[src/rtl/adc_regs_pkg.sv]
package adc_regs_pkg;

  localparam int DATA_W = 32;

  // word offsets of the single registers
  localparam int unsigned OFS_ENGINE = 32'h000;
  localparam int unsigned OFS_IRQCTL = 32'h004;
  localparam int unsigned OFS_DETECT = 32'h008;
  localparam int unsigned OFS_CLKCTL = 32'h00C;
  localparam int unsigned OFS_IRQSRC = 32'h0C0;
  localparam int unsigned OFS_TRIM   = 32'h0C4;

  // engine control bits with write side effects
  localparam int ENG_EN_BIT    = 0;
  localparam int ENG_ACOMP_BIT = 5;
  localparam int ENG_INIT_BIT  = 8;

  localparam logic [DATA_W-1:0] RST_DETECT = 32'h0000_000F;
  localparam logic [DATA_W-1:0] RST_CLKCTL = 32'h0000_000F;
  localparam logic [DATA_W-1:0] MASK_IRQSRC = 32'h0000_FFFF;
  localparam logic [DATA_W-1:0] MASK_TRIM   = 32'h0000_000F;

  // word arrays: data pairs, limits, hysteresis
  localparam int NUM_ARR = 3;
  localparam int unsigned ARR_BASE  [NUM_ARR] = '{32'h010, 32'h030, 32'h070};
  localparam int unsigned ARR_WORDS [NUM_ARR] = '{8, 16, 16};
  localparam logic [DATA_W-1:0] ARR_MASK [NUM_ARR] =
    '{32'h03FF_03FF, 32'h03FF_03FF, 32'h83FF_03FF};

  typedef enum logic [1:0] {
    RD_NONE   = 2'd0,
    RD_SCALAR = 2'd1,
    RD_ARRAY  = 2'd2
  } rd_src_e;

endpackage

[src/rtl/adc_ctrl_bank.sv]
module adc_ctrl_bank
  import adc_regs_pkg::*;
#(
  parameter int ADDR_W = 12
) (
  input  logic              clk,
  input  logic              rst,
  input  logic [ADDR_W-1:0] addr,
  input  logic              wr,
  input  logic [DATA_W-1:0] wdata,
  output logic              hit,
  output logic [DATA_W-1:0] rdata
);

  localparam int WA_W = ADDR_W - 2;

  logic [WA_W-1:0]   wa;
  logic [DATA_W-1:0] eng_q, irqc_q, det_q, clkc_q, src_q, trim_q;
  logic [DATA_W-1:0] eng_d;
  logic sel_eng, sel_irqc, sel_det, sel_clkc, sel_src, sel_trim;

  assign wa       = WA_W'(addr >> 2);
  assign sel_eng  = (wa == WA_W'(OFS_ENGINE >> 2));
  assign sel_irqc = (wa == WA_W'(OFS_IRQCTL >> 2));
  assign sel_det  = (wa == WA_W'(OFS_DETECT >> 2));
  assign sel_clkc = (wa == WA_W'(OFS_CLKCTL >> 2));
  assign sel_src  = (wa == WA_W'(OFS_IRQSRC >> 2));
  assign sel_trim = (wa == WA_W'(OFS_TRIM >> 2));
  assign hit = sel_eng | sel_irqc | sel_det | sel_clkc | sel_src | sel_trim;

  // engine control: init-done follows enable, auto-compensation never sticks
  always_comb begin
    eng_d                = wdata;
    eng_d[ENG_INIT_BIT]  = wdata[ENG_EN_BIT];
    eng_d[ENG_ACOMP_BIT] = 1'b0;
  end

  always_ff @(posedge clk) begin
    if (rst) begin
      eng_q  <= '0;
      irqc_q <= '0;
      det_q  <= RST_DETECT;
      clkc_q <= RST_CLKCTL;
      src_q  <= '0;
      trim_q <= '0;
    end else if (wr) begin
      if (sel_eng)  eng_q  <= eng_d;
      if (sel_irqc) irqc_q <= wdata;
      if (sel_det)  det_q  <= wdata;
      if (sel_clkc) clkc_q <= wdata;
      if (sel_src)  src_q  <= wdata & MASK_IRQSRC;
      if (sel_trim) trim_q <= wdata & MASK_TRIM;
    end
  end

  always_comb begin
    rdata = '0;
    if (sel_eng)  rdata = eng_q;
    if (sel_irqc) rdata = irqc_q;
    if (sel_det)  rdata = det_q;
    if (sel_clkc) rdata = clkc_q;
    if (sel_src)  rdata = src_q;
    if (sel_trim) rdata = trim_q;
  end

  assert_init_follows_en_R2: assert property (@(posedge clk) disable iff (rst)
    (wr && sel_eng) |=> (eng_q[ENG_INIT_BIT] == $past(wdata[ENG_EN_BIT])));

  assert_acomp_cleared_R3: assert property (@(posedge clk) disable iff (rst)
    (wr && sel_eng) |=> (eng_q[ENG_ACOMP_BIT] == 1'b0));

  assert_narrow_masks_R8: assert property (@(posedge clk) disable iff (rst)
    ((src_q & ~MASK_IRQSRC) == '0) && ((trim_q & ~MASK_TRIM) == '0));

endmodule

[src/rtl/adc_word_array.sv]
module adc_word_array
  import adc_regs_pkg::*;
#(
  parameter int ADDR_W                   = 12,
  parameter int unsigned BASE            = 32'h010,
  parameter int unsigned WORDS           = 8,
  parameter logic [DATA_W-1:0] KEEP_MASK = 32'h03FF_03FF
) (
  input  logic              clk,
  input  logic              rst,
  input  logic [ADDR_W-1:0] addr,
  input  logic              wr,
  input  logic              rd,
  input  logic [DATA_W-1:0] wdata,
  output logic              hit,
  output logic [DATA_W-1:0] rdata_q
);

  localparam int IDX_W = (WORDS > 1) ? $clog2(WORDS) : 1;

  logic [ADDR_W-1:0] off, off_w;
  logic [IDX_W-1:0]  idx;
  logic [DATA_W-1:0] mem [WORDS];

  assign off   = addr - ADDR_W'(BASE);
  assign off_w = off >> 2;
  assign hit   = (addr >= ADDR_W'(BASE)) && (off_w < ADDR_W'(WORDS));
  assign idx   = off_w[IDX_W-1:0];

  // storage; the read port returns the word held before a same-cycle write
  always_ff @(posedge clk) begin
    if (rst) begin
      for (int i = 0; i < int'(WORDS); i++) mem[i] <= '0;
      rdata_q <= '0;
    end else begin
      if (wr && hit) mem[idx] <= wdata & KEEP_MASK;
      if (rd && hit) rdata_q  <= mem[idx];
    end
  end

  // one label per use: data words R5, limits R6, hysteresis R7
  assert_field_mask_R5: assert property (@(posedge clk) disable iff (rst)
    (rdata_q & ~KEEP_MASK) == '0);

  assert_port_idle_hold_R10: assert property (@(posedge clk) disable iff (rst)
    !(rd && hit) |=> $stable(rdata_q));

endmodule

[src/rtl/adc_regfile.sv]
module adc_regfile
  import adc_regs_pkg::*;
#(
  parameter int ADDR_W = 12
) (
  input  logic              clk,
  input  logic              rst,
  input  logic [ADDR_W-1:0] bus_addr,
  input  logic              bus_wr,
  input  logic              bus_rd,
  input  logic [31:0]       bus_wdata,
  output logic [31:0]       bus_rdata
);

  localparam int ASEL_W = $clog2(NUM_ARR);

  logic              ctl_hit;
  logic [DATA_W-1:0] ctl_rdata;
  logic [NUM_ARR-1:0] arr_hit;
  logic [DATA_W-1:0] arr_q [NUM_ARR];
  logic              any_hit;
  logic [ASEL_W-1:0] arr_pick;

  rd_src_e           src_q;
  logic [ASEL_W-1:0] arr_sel_q;
  logic [DATA_W-1:0] scal_q;

  adc_ctrl_bank #(.ADDR_W(ADDR_W)) u_ctrl (
    .clk   (clk),
    .rst   (rst),
    .addr  (bus_addr),
    .wr    (bus_wr),
    .wdata (bus_wdata),
    .hit   (ctl_hit),
    .rdata (ctl_rdata)
  );

  for (genvar g = 0; g < NUM_ARR; g++) begin : g_arr
    adc_word_array #(
      .ADDR_W    (ADDR_W),
      .BASE      (ARR_BASE[g]),
      .WORDS     (ARR_WORDS[g]),
      .KEEP_MASK (ARR_MASK[g])
    ) u_arr (
      .clk     (clk),
      .rst     (rst),
      .addr    (bus_addr),
      .wr      (bus_wr),
      .rd      (bus_rd),
      .wdata   (bus_wdata),
      .hit     (arr_hit[g]),
      .rdata_q (arr_q[g])
    );
  end

  assign any_hit = ctl_hit | (|arr_hit);

  always_comb begin
    arr_pick = '0;
    for (int i = 0; i < NUM_ARR; i++)
      if (arr_hit[i]) arr_pick = ASEL_W'(i);
  end

  // remember which source the last read targeted
  always_ff @(posedge clk) begin
    if (rst) begin
      src_q     <= RD_NONE;
      arr_sel_q <= '0;
      scal_q    <= '0;
    end else if (bus_rd) begin
      scal_q    <= ctl_rdata;
      arr_sel_q <= arr_pick;
      if (ctl_hit)       src_q <= RD_SCALAR;
      else if (|arr_hit) src_q <= RD_ARRAY;
      else               src_q <= RD_NONE;
    end
  end

  always_comb begin
    case (src_q)
      RD_SCALAR: bus_rdata = scal_q;
      RD_ARRAY:  bus_rdata = arr_q[arr_sel_q];
      default:   bus_rdata = '0;
    endcase
  end

  assert_unmapped_zero_R9: assert property (@(posedge clk) disable iff (rst)
    (bus_rd && !any_hit) |=> (bus_rdata == '0));

  assert_rdata_hold_R10: assert property (@(posedge clk) disable iff (rst)
    !bus_rd |=> $stable(bus_rdata));

  assert_acomp_reads_zero_R3: assert property (@(posedge clk) disable iff (rst)
    (bus_rd && ((bus_addr >> 2) == '0)) |=> !bus_rdata[ENG_ACOMP_BIT]);

  assert_single_target_R10: assert property (@(posedge clk) disable iff (rst)
    $onehot0({ctl_hit, arr_hit}));

endmodule

[config.mk]
export PLATFORM = sky130hd
export DESIGN_NAME = adc_regfile
export DESIGN_NICKNAME = d
export VERILOG_FILES = /design/src/rtl/adc_regs_pkg.sv /design/src/rtl/adc_ctrl_bank.sv /design/src/rtl/adc_word_array.sv /design/src/rtl/adc_regfile.sv
export SDC_FILE = /design/constraint.sdc
export NUM_CORES = 2
export LEC_CHECK = 0
export ABC_AREA = 1
export CORE_MARGIN = 8
export CORE_UTILIZATION = 56
export CTS_CLUSTER_DIAMETER = 60
export CTS_CLUSTER_SIZE = 20
export DETAILED_ROUTE_END_ITERATION = 12
export HOLD_SLACK_MARGIN = 0.03
export PLACE_DENSITY = 0.74
export SLEW_MARGIN = 5
export SYNTH_ARGS = -nofsm -noshare
export SYNTH_HDL_FRONTEND = slang
export SYNTH_SLANG_ARGS = --single-unit
export TNS_END_PERCENT = 20
[constraint.sdc]
create_clock -name clk -period 2.75 [get_ports clk]
set_input_delay 0.275 -clock clk [delete_from_list [all_inputs] [get_ports clk]]
set_output_delay 0.275 -clock clk [all_outputs]
set_load 0.005 [all_outputs]
# Word level (Yosys, flattened, before mapping)
# Memory sizes are Yosys's and may differ from the RTL's. A register that Yosys moved wholly into a read port is not among the register bits.
# Index checks and enable logic that the tools add are counted.
word_totals:
  out_inout_bits: 32
  in_bits: 48
  regBits: 279
  ramBits: 816
  memories: 3
op_classes:
  n_reduce_logical: 20
  n_mux: 34
  n_lt_le_gt_ge: 7
  n_eq_ne: 7
  n_bitwise: 6
  addsub: 3
mem_list:
  columns: ["name", "words", "width", "read_ports", "rd_ports_with_merged_regs", "write_ports", "line", "text"]
  rows:
  - ["g_arr[2].u_arr.mem", 16, 21, 1, 1, 16, "adc_word_array.sv:23", "logic [DATA_W-1:0] mem [WORDS];"]
  - ["g_arr[1].u_arr.mem", 16, 20, 1, 1, 16, "adc_word_array.sv:23", null]
  - ["g_arr[0].u_arr.mem", 8, 20, 1, 1, 8, "adc_word_array.sv:23", null]
op_table:
  columns: ["cell", "n"]
  rows:
  - ["$mux W32", 8]
  - ["$bmux W32 S2", 1]
  - ["$pmux W32 S2", 1]
  - ["$mux W20", 2]
  - ["$reduce_or A20 Y1", 2]
  - ["$mux W21", 1]
  - ["$reduce_or A21 Y1", 1]
  - ["$eq A10 B2 Y1 const B", 2]
  - ["$eq A10 B6 Y1 const B", 2]
  - ["$lt A10 B5 Y1 const B", 2]
  - ["$mux W1", 15]
  - ["$ge A12 B5 Y1 const B", 1]
  - ["$ge A12 B6 Y1 const B", 1]
  - ["$ge A12 B7 Y1 const B", 1]
  - ["$reduce_and A2 Y1", 6]
  - ["$sub A12 B5 Y12 const B", 1]
  - ["$sub A12 B6 Y12 const B", 1]
  - ["$sub A12 B7 Y12 const B", 1]
  - ["$eq A10 B1 Y1 const B", 1]
  - ["$logic_not A10 Y1", 1]
  - ["$lt A10 B4 Y1 const B", 1]
  - ["$logic_and A1 B1 Y1", 9]
  - ["$mux W4", 2]
  - ["$mux W2", 3]
  - ["7 further kinds", 11]

# Longest topological paths before layout
depth:
  ltp_word: 9
  ltp_mapped: 13

# Modules after synthesis
# Synthesis repeated with hierarchy kept, for this count alone.
unflattened:
  hier_cells: 6044
  area_unflattened_um2: 51466.9
modules_own_cells:
  columns: ["module", "n_inst", "cells_each", "area_per_inst_um2", "seq_area_each_um2"]
  rows:
  - ["adc_word_array at g_arr[2].u_arr", 1, 1829, 16937.5, 10510.1]
  - ["adc_word_array at g_arr[1].u_arr", 1, 1738, 15678.8, 10009.6]
  - ["adc_word_array at g_arr[0].u_arr", 1, 1007, 9271.4, 5205.0]
  - ["adc_ctrl_bank", 1, 967, 6789.0, 2922.8]
  - ["adc_regfile", 1, 503, 2790.2, 720.7]

# Least setup slack after synthesis
# OpenSTA, ideal clock, no wires.
synth_timing:
  kind: "input -> register"
  start: "in bus_addr[4]"
  end: "mem g_arr[0].u_arr.mem[0][0] (netlist bit), enable pin"
  setup_time_ns: 0.377
  required_ns: 2.373
  path_slack_ns: -0.244
  t_arrival_ns: 2.617
  stages: 13
  path_buffers: 5
  path_cell_list: "inv_1 > clkbuf_1 > clkbuf_1 > ha_1 > clkbuf_1 > nand3_1 > a21oi_1 > nand2_1 > inv_1 > buf_2 > nand4_1 > clkbuf_1 > nand2_1"
synth_lines:
  columns: ["item", "line", "text"]
  rows:
  - ["start, declared", "adc_regfile.sv:8", "input logic [ADDR_W-1:0] bus_addr,"]
  - ["end, declared", "adc_word_array.sv:23", null]

# Final worst setup path
layout_timing:
  start: "reg src_q[0]"
  end: "out bus_rdata[31]"
layout_via:
  elab_chain_cells: 2
  word_cells_on_any_way: 3
  cone_classes: "2 x eq/ne; 1 x mux"
layout_lines:
  columns: ["item", "line", "text"]
  rows:
  - ["start, declared", "adc_regfile.sv:24", "rd_src_e src_q;"]
  - ["start signal, assigned", "adc_regfile.sv:67", "src_q <= RD_NONE;"]
  - ["start signal, assigned", "adc_regfile.sv:73", "if (ctl_hit) src_q <= RD_SCALAR;"]
  - ["start signal, assigned", "adc_regfile.sv:74", "else if (|arr_hit) src_q <= RD_ARRAY;"]
  - ["$eq A2 B2 Y1 / $eq A2 B1 Y1 (equally long branches)", "adc_regfile.sv:80", "case (src_q)"]
  - ["$pmux W32 S2 *", "adc_regfile.sv:80", null]
  - ["end, declared", "adc_regfile.sv:12", "output logic [31:0] bus_rdata"]
# Mark *: on every way between the ends. The rest lies on a longest branch, timed or not.

==> results.py <==
metrics = {
    "sta": {
        "hold_viol_final": 0,
        "maxSlewHeadroom_pct": 20.9,
        "min_period_ps": 2780,
        "period_share_pct": 101,
        "hold_ws_ps": 83.6,
        "fin_ws_ps": -32.9,
        "clock-skew-final_ps": 24.1,
        "tightestPinTransition_ps": 1180,
        "fmax_ghz": 0.359,
        "slew_violations": 0,
        "setup_viol": 1,
        "grt_setup_unrepaired": "yes",
    },
    "synthesis": {
        "synth_area_leaders": "edfxtp_1 (54%), dfxtp_1 (11%), nor2_1 (8.1%)",
        "yosysSeqAreaShare_pct": 64.2,
        "synth.distinct_cells": 29,
        "synth_area_um2": 45800,
        "syn_nets": 4884,
        "avgSynthCellArea_um2": 9.48,
        "synth_cells": 4828,
        "synth_warnings": 0,
        "synth-seq-cells": 1059,
        "synth.top_cell.area_share_pct": 53.5,
        "synth_top_area_cell": "edfxtp_1",
    },
    "clock_network": {
        "clock_path_buffers": 3,
        "cts-root-buf": "clkbuf_16",
        "cts_tree": "yes",
        "path_clk_slew_ps": 90,
        "clock_sinks": 1059,
        "clk_latency_ps": 640,
        "numCtsBuffers": 71,
        "hold_buffers": 0,
        "htreeDepth": 3,
    },
    "outcome": {
        "violations": "setup timing",
        "outcome": "finished, violations left",
    },
    "flow_run": {
        "max-cap-violations": 0,
    },
    "global_route": {
        "grt_usage_pct": 28.7,
        "grt_pass1_wl_mm": 199,
        "grtUsageMet1_pct": 38.6,
        "antenna_found_initial": 4,
        "grt_util_met3_pct": 5.01,
        "grt_max_degree": 114,
        "grt.busiest_layer": "met2",
        "gr-total-overflow": 0,
        "grtUsageMet2_pct": 44.9,
        "grt_pass1_vias": 33100,
    },
    "floorplan": {
        "dieWidth_um": 302,
        "io_pins": 80,
        "core-area_um2": 81500,
        "start_util_pct": 56.2,
        "die_h_um": 302,
        "rows": 105,
        "dieArea_um2": 91100,
    },
    "detailed_routing": {
        "wirelength_mm": 134,
        "wl_per_cell_um": 22.6,
        "drt_first_iter_violations": 4429,
        "drc": 0,
        "ant_nets": 0,
        "viasPerCell": 5.98,
        "dr.pass1.iters": 6,
        "vias": 35500,
    },
    "final_layout": {
        "fin_nets": 4875,
        "layout_commonest_cell": "nor2_1",
        "drive_above_1_share_pct": 8.73,
        "area_delta_synth_final_pct": 12.2,
        "final_cell_mix": "nor2_1 (984), nand2_1 (894), edfxtp_1 (816), a21oi_1 (369), inv_1 (291)",
    },
    "placement": {
        "io_buffer_count": 77,
        "dp_slack_ps": 46.1,
        "dp_hpwl_mm": 82.9,
        "gp_congestion": 0.975,
    },
    "power": {
        "powerDensity_nw_per_um2": 614,
        "p_leak_nw": 19.3,
        "irDropWorstVdd_v": 0.000539,
    },
    "critical_path": {
        "crit_path_start_kind": "flip-flop",
        "end_kind": "output port",
        "timing.critical_path.arrival_ps": 2510,
        "crit_type": "flip-flop to output port",
        "critPathRequiredTime_ps": 2480,
        "crit_fanout": 21,
    },
    "hold_path": {
        "hold_path_class": "primary input to flip-flop",
    },
}
==> state kept, by name (all words and copies together) (netlist names) <==
name and cells:
arr_sel_q 2, g_arr.u_arr.mem 816, g_arr.u_arr.rdata_q 61, scal_q 32, src_q 2, u_ctrl.clkc_q 32, u_ctrl.det_q 32, u_ctrl.eng_q 30
u_ctrl.irqc_q 32, u_ctrl.src_q 16, u_ctrl.trim_q 4
==> area by class of cell <==
type	count	area (µm²)
fillers	6400	30100
flip-flops and latches	1059	29400
multi-input cells	3044	13600
repair buffers	321	3460
clock buffers	89	1940
well taps	1070	1340
inverters	322	1220
clock inverters	31	357
diodes	3	7.51
==> final timing paths <==
kind                                          startpoint                         to  slack, ps  depth (start not counted)
worst max register to register  g_arr[2].u_arr.mem[3][4]  g_arr[2].u_arr.rdata_q[4]       1260                          8
worst min register to register          u_ctrl.trim_q[3]           u_ctrl.trim_q[3]        450                          2
worst max-delay path                            src_q[0]              bus_rdata[31]        -30                          4
worst min-delay path                                 rst  g_arr[0].u_arr.rdata_q[1]         80                          2
==> per-layer routing <==
layer | vias to the layer above | share of wire (%)
met5 | - | 0.0090
met1 | 17000 | 38
met3 | 342 | 11
met4 | 2 | 5.5
li1 | 16100 | -
met2 | 1986 | 46
==> what timing repair did <==
item | CTS | global route
cloned | 0 | 1
resized for setup | 16 | 14
setup buffers | 1 | 0
setup endpoints to repair | 21 | 21
pin swaps | 2 | 5
==> cells by family after synthesis <==
family	synth area share (%)
buffers and inverters	6.26
flip-flops	64.2
AO/OA/AOI/OAI	7.92
AND/OR/NAND/NOR	21.4
adder cells (fa/ha/maj)	0.219
==> where the power goes <==
part           switching, mW  leakage (nW)  total (mW)  internal [mW]
clock network           5.61          1.11        11.1           5.51
registers              0.171          9.70        17.9           17.8
logic                   1.79          8.48        2.46          0.670
==> cells in the mapped netlist <==
cell	n
nand2_1	905
and2_1	1
inv_1	312
clkinv_1	5
buf_1	29
ha_1	8
o22ai_1	22
nand2_2	1
nor2_2	4
clkbuf_1	266
dfxtp_1	243
o211ai_1	8
buf_2	104
nor3_1	4
nand4_1	179
nor2_4	2
nand3_1	286
nand3_2	2
inv_2	5
a21oi_1	380
buf_4	4
nor2_1	989
o21ai_1	7
o21ai_0	133
a22oi_1	88
edfxtp_1	816
or2_2	1
nor3_4	2
o21a_1	22
==> through the flow <==
stage	power, mW	cells	instance area, µm²	TNS [ps]	utilization (%)
6_report	31.5	5939	51300	-32.9	63.0
5_1_grt	32.3	5937	51300	-179	63.0
4_1_cts	31.5	5935	51300	0	63.0
3_5_place_dp	20.7	5814	48900	0	60.1
3_3_place_gp	20.6	5814	48900	0	60.1
2_1_floorplan	19.5	4828	45800	0	-
==> critical path, stage by stage, from the launching register on <==
cell,delay [ps]
dfxtp_1,340
inv_1,60
ha_2,490
a21oi_1,380
clkdlybuf4s50_1,600
No activity file was read; power rests on OpenSTA's default activity.
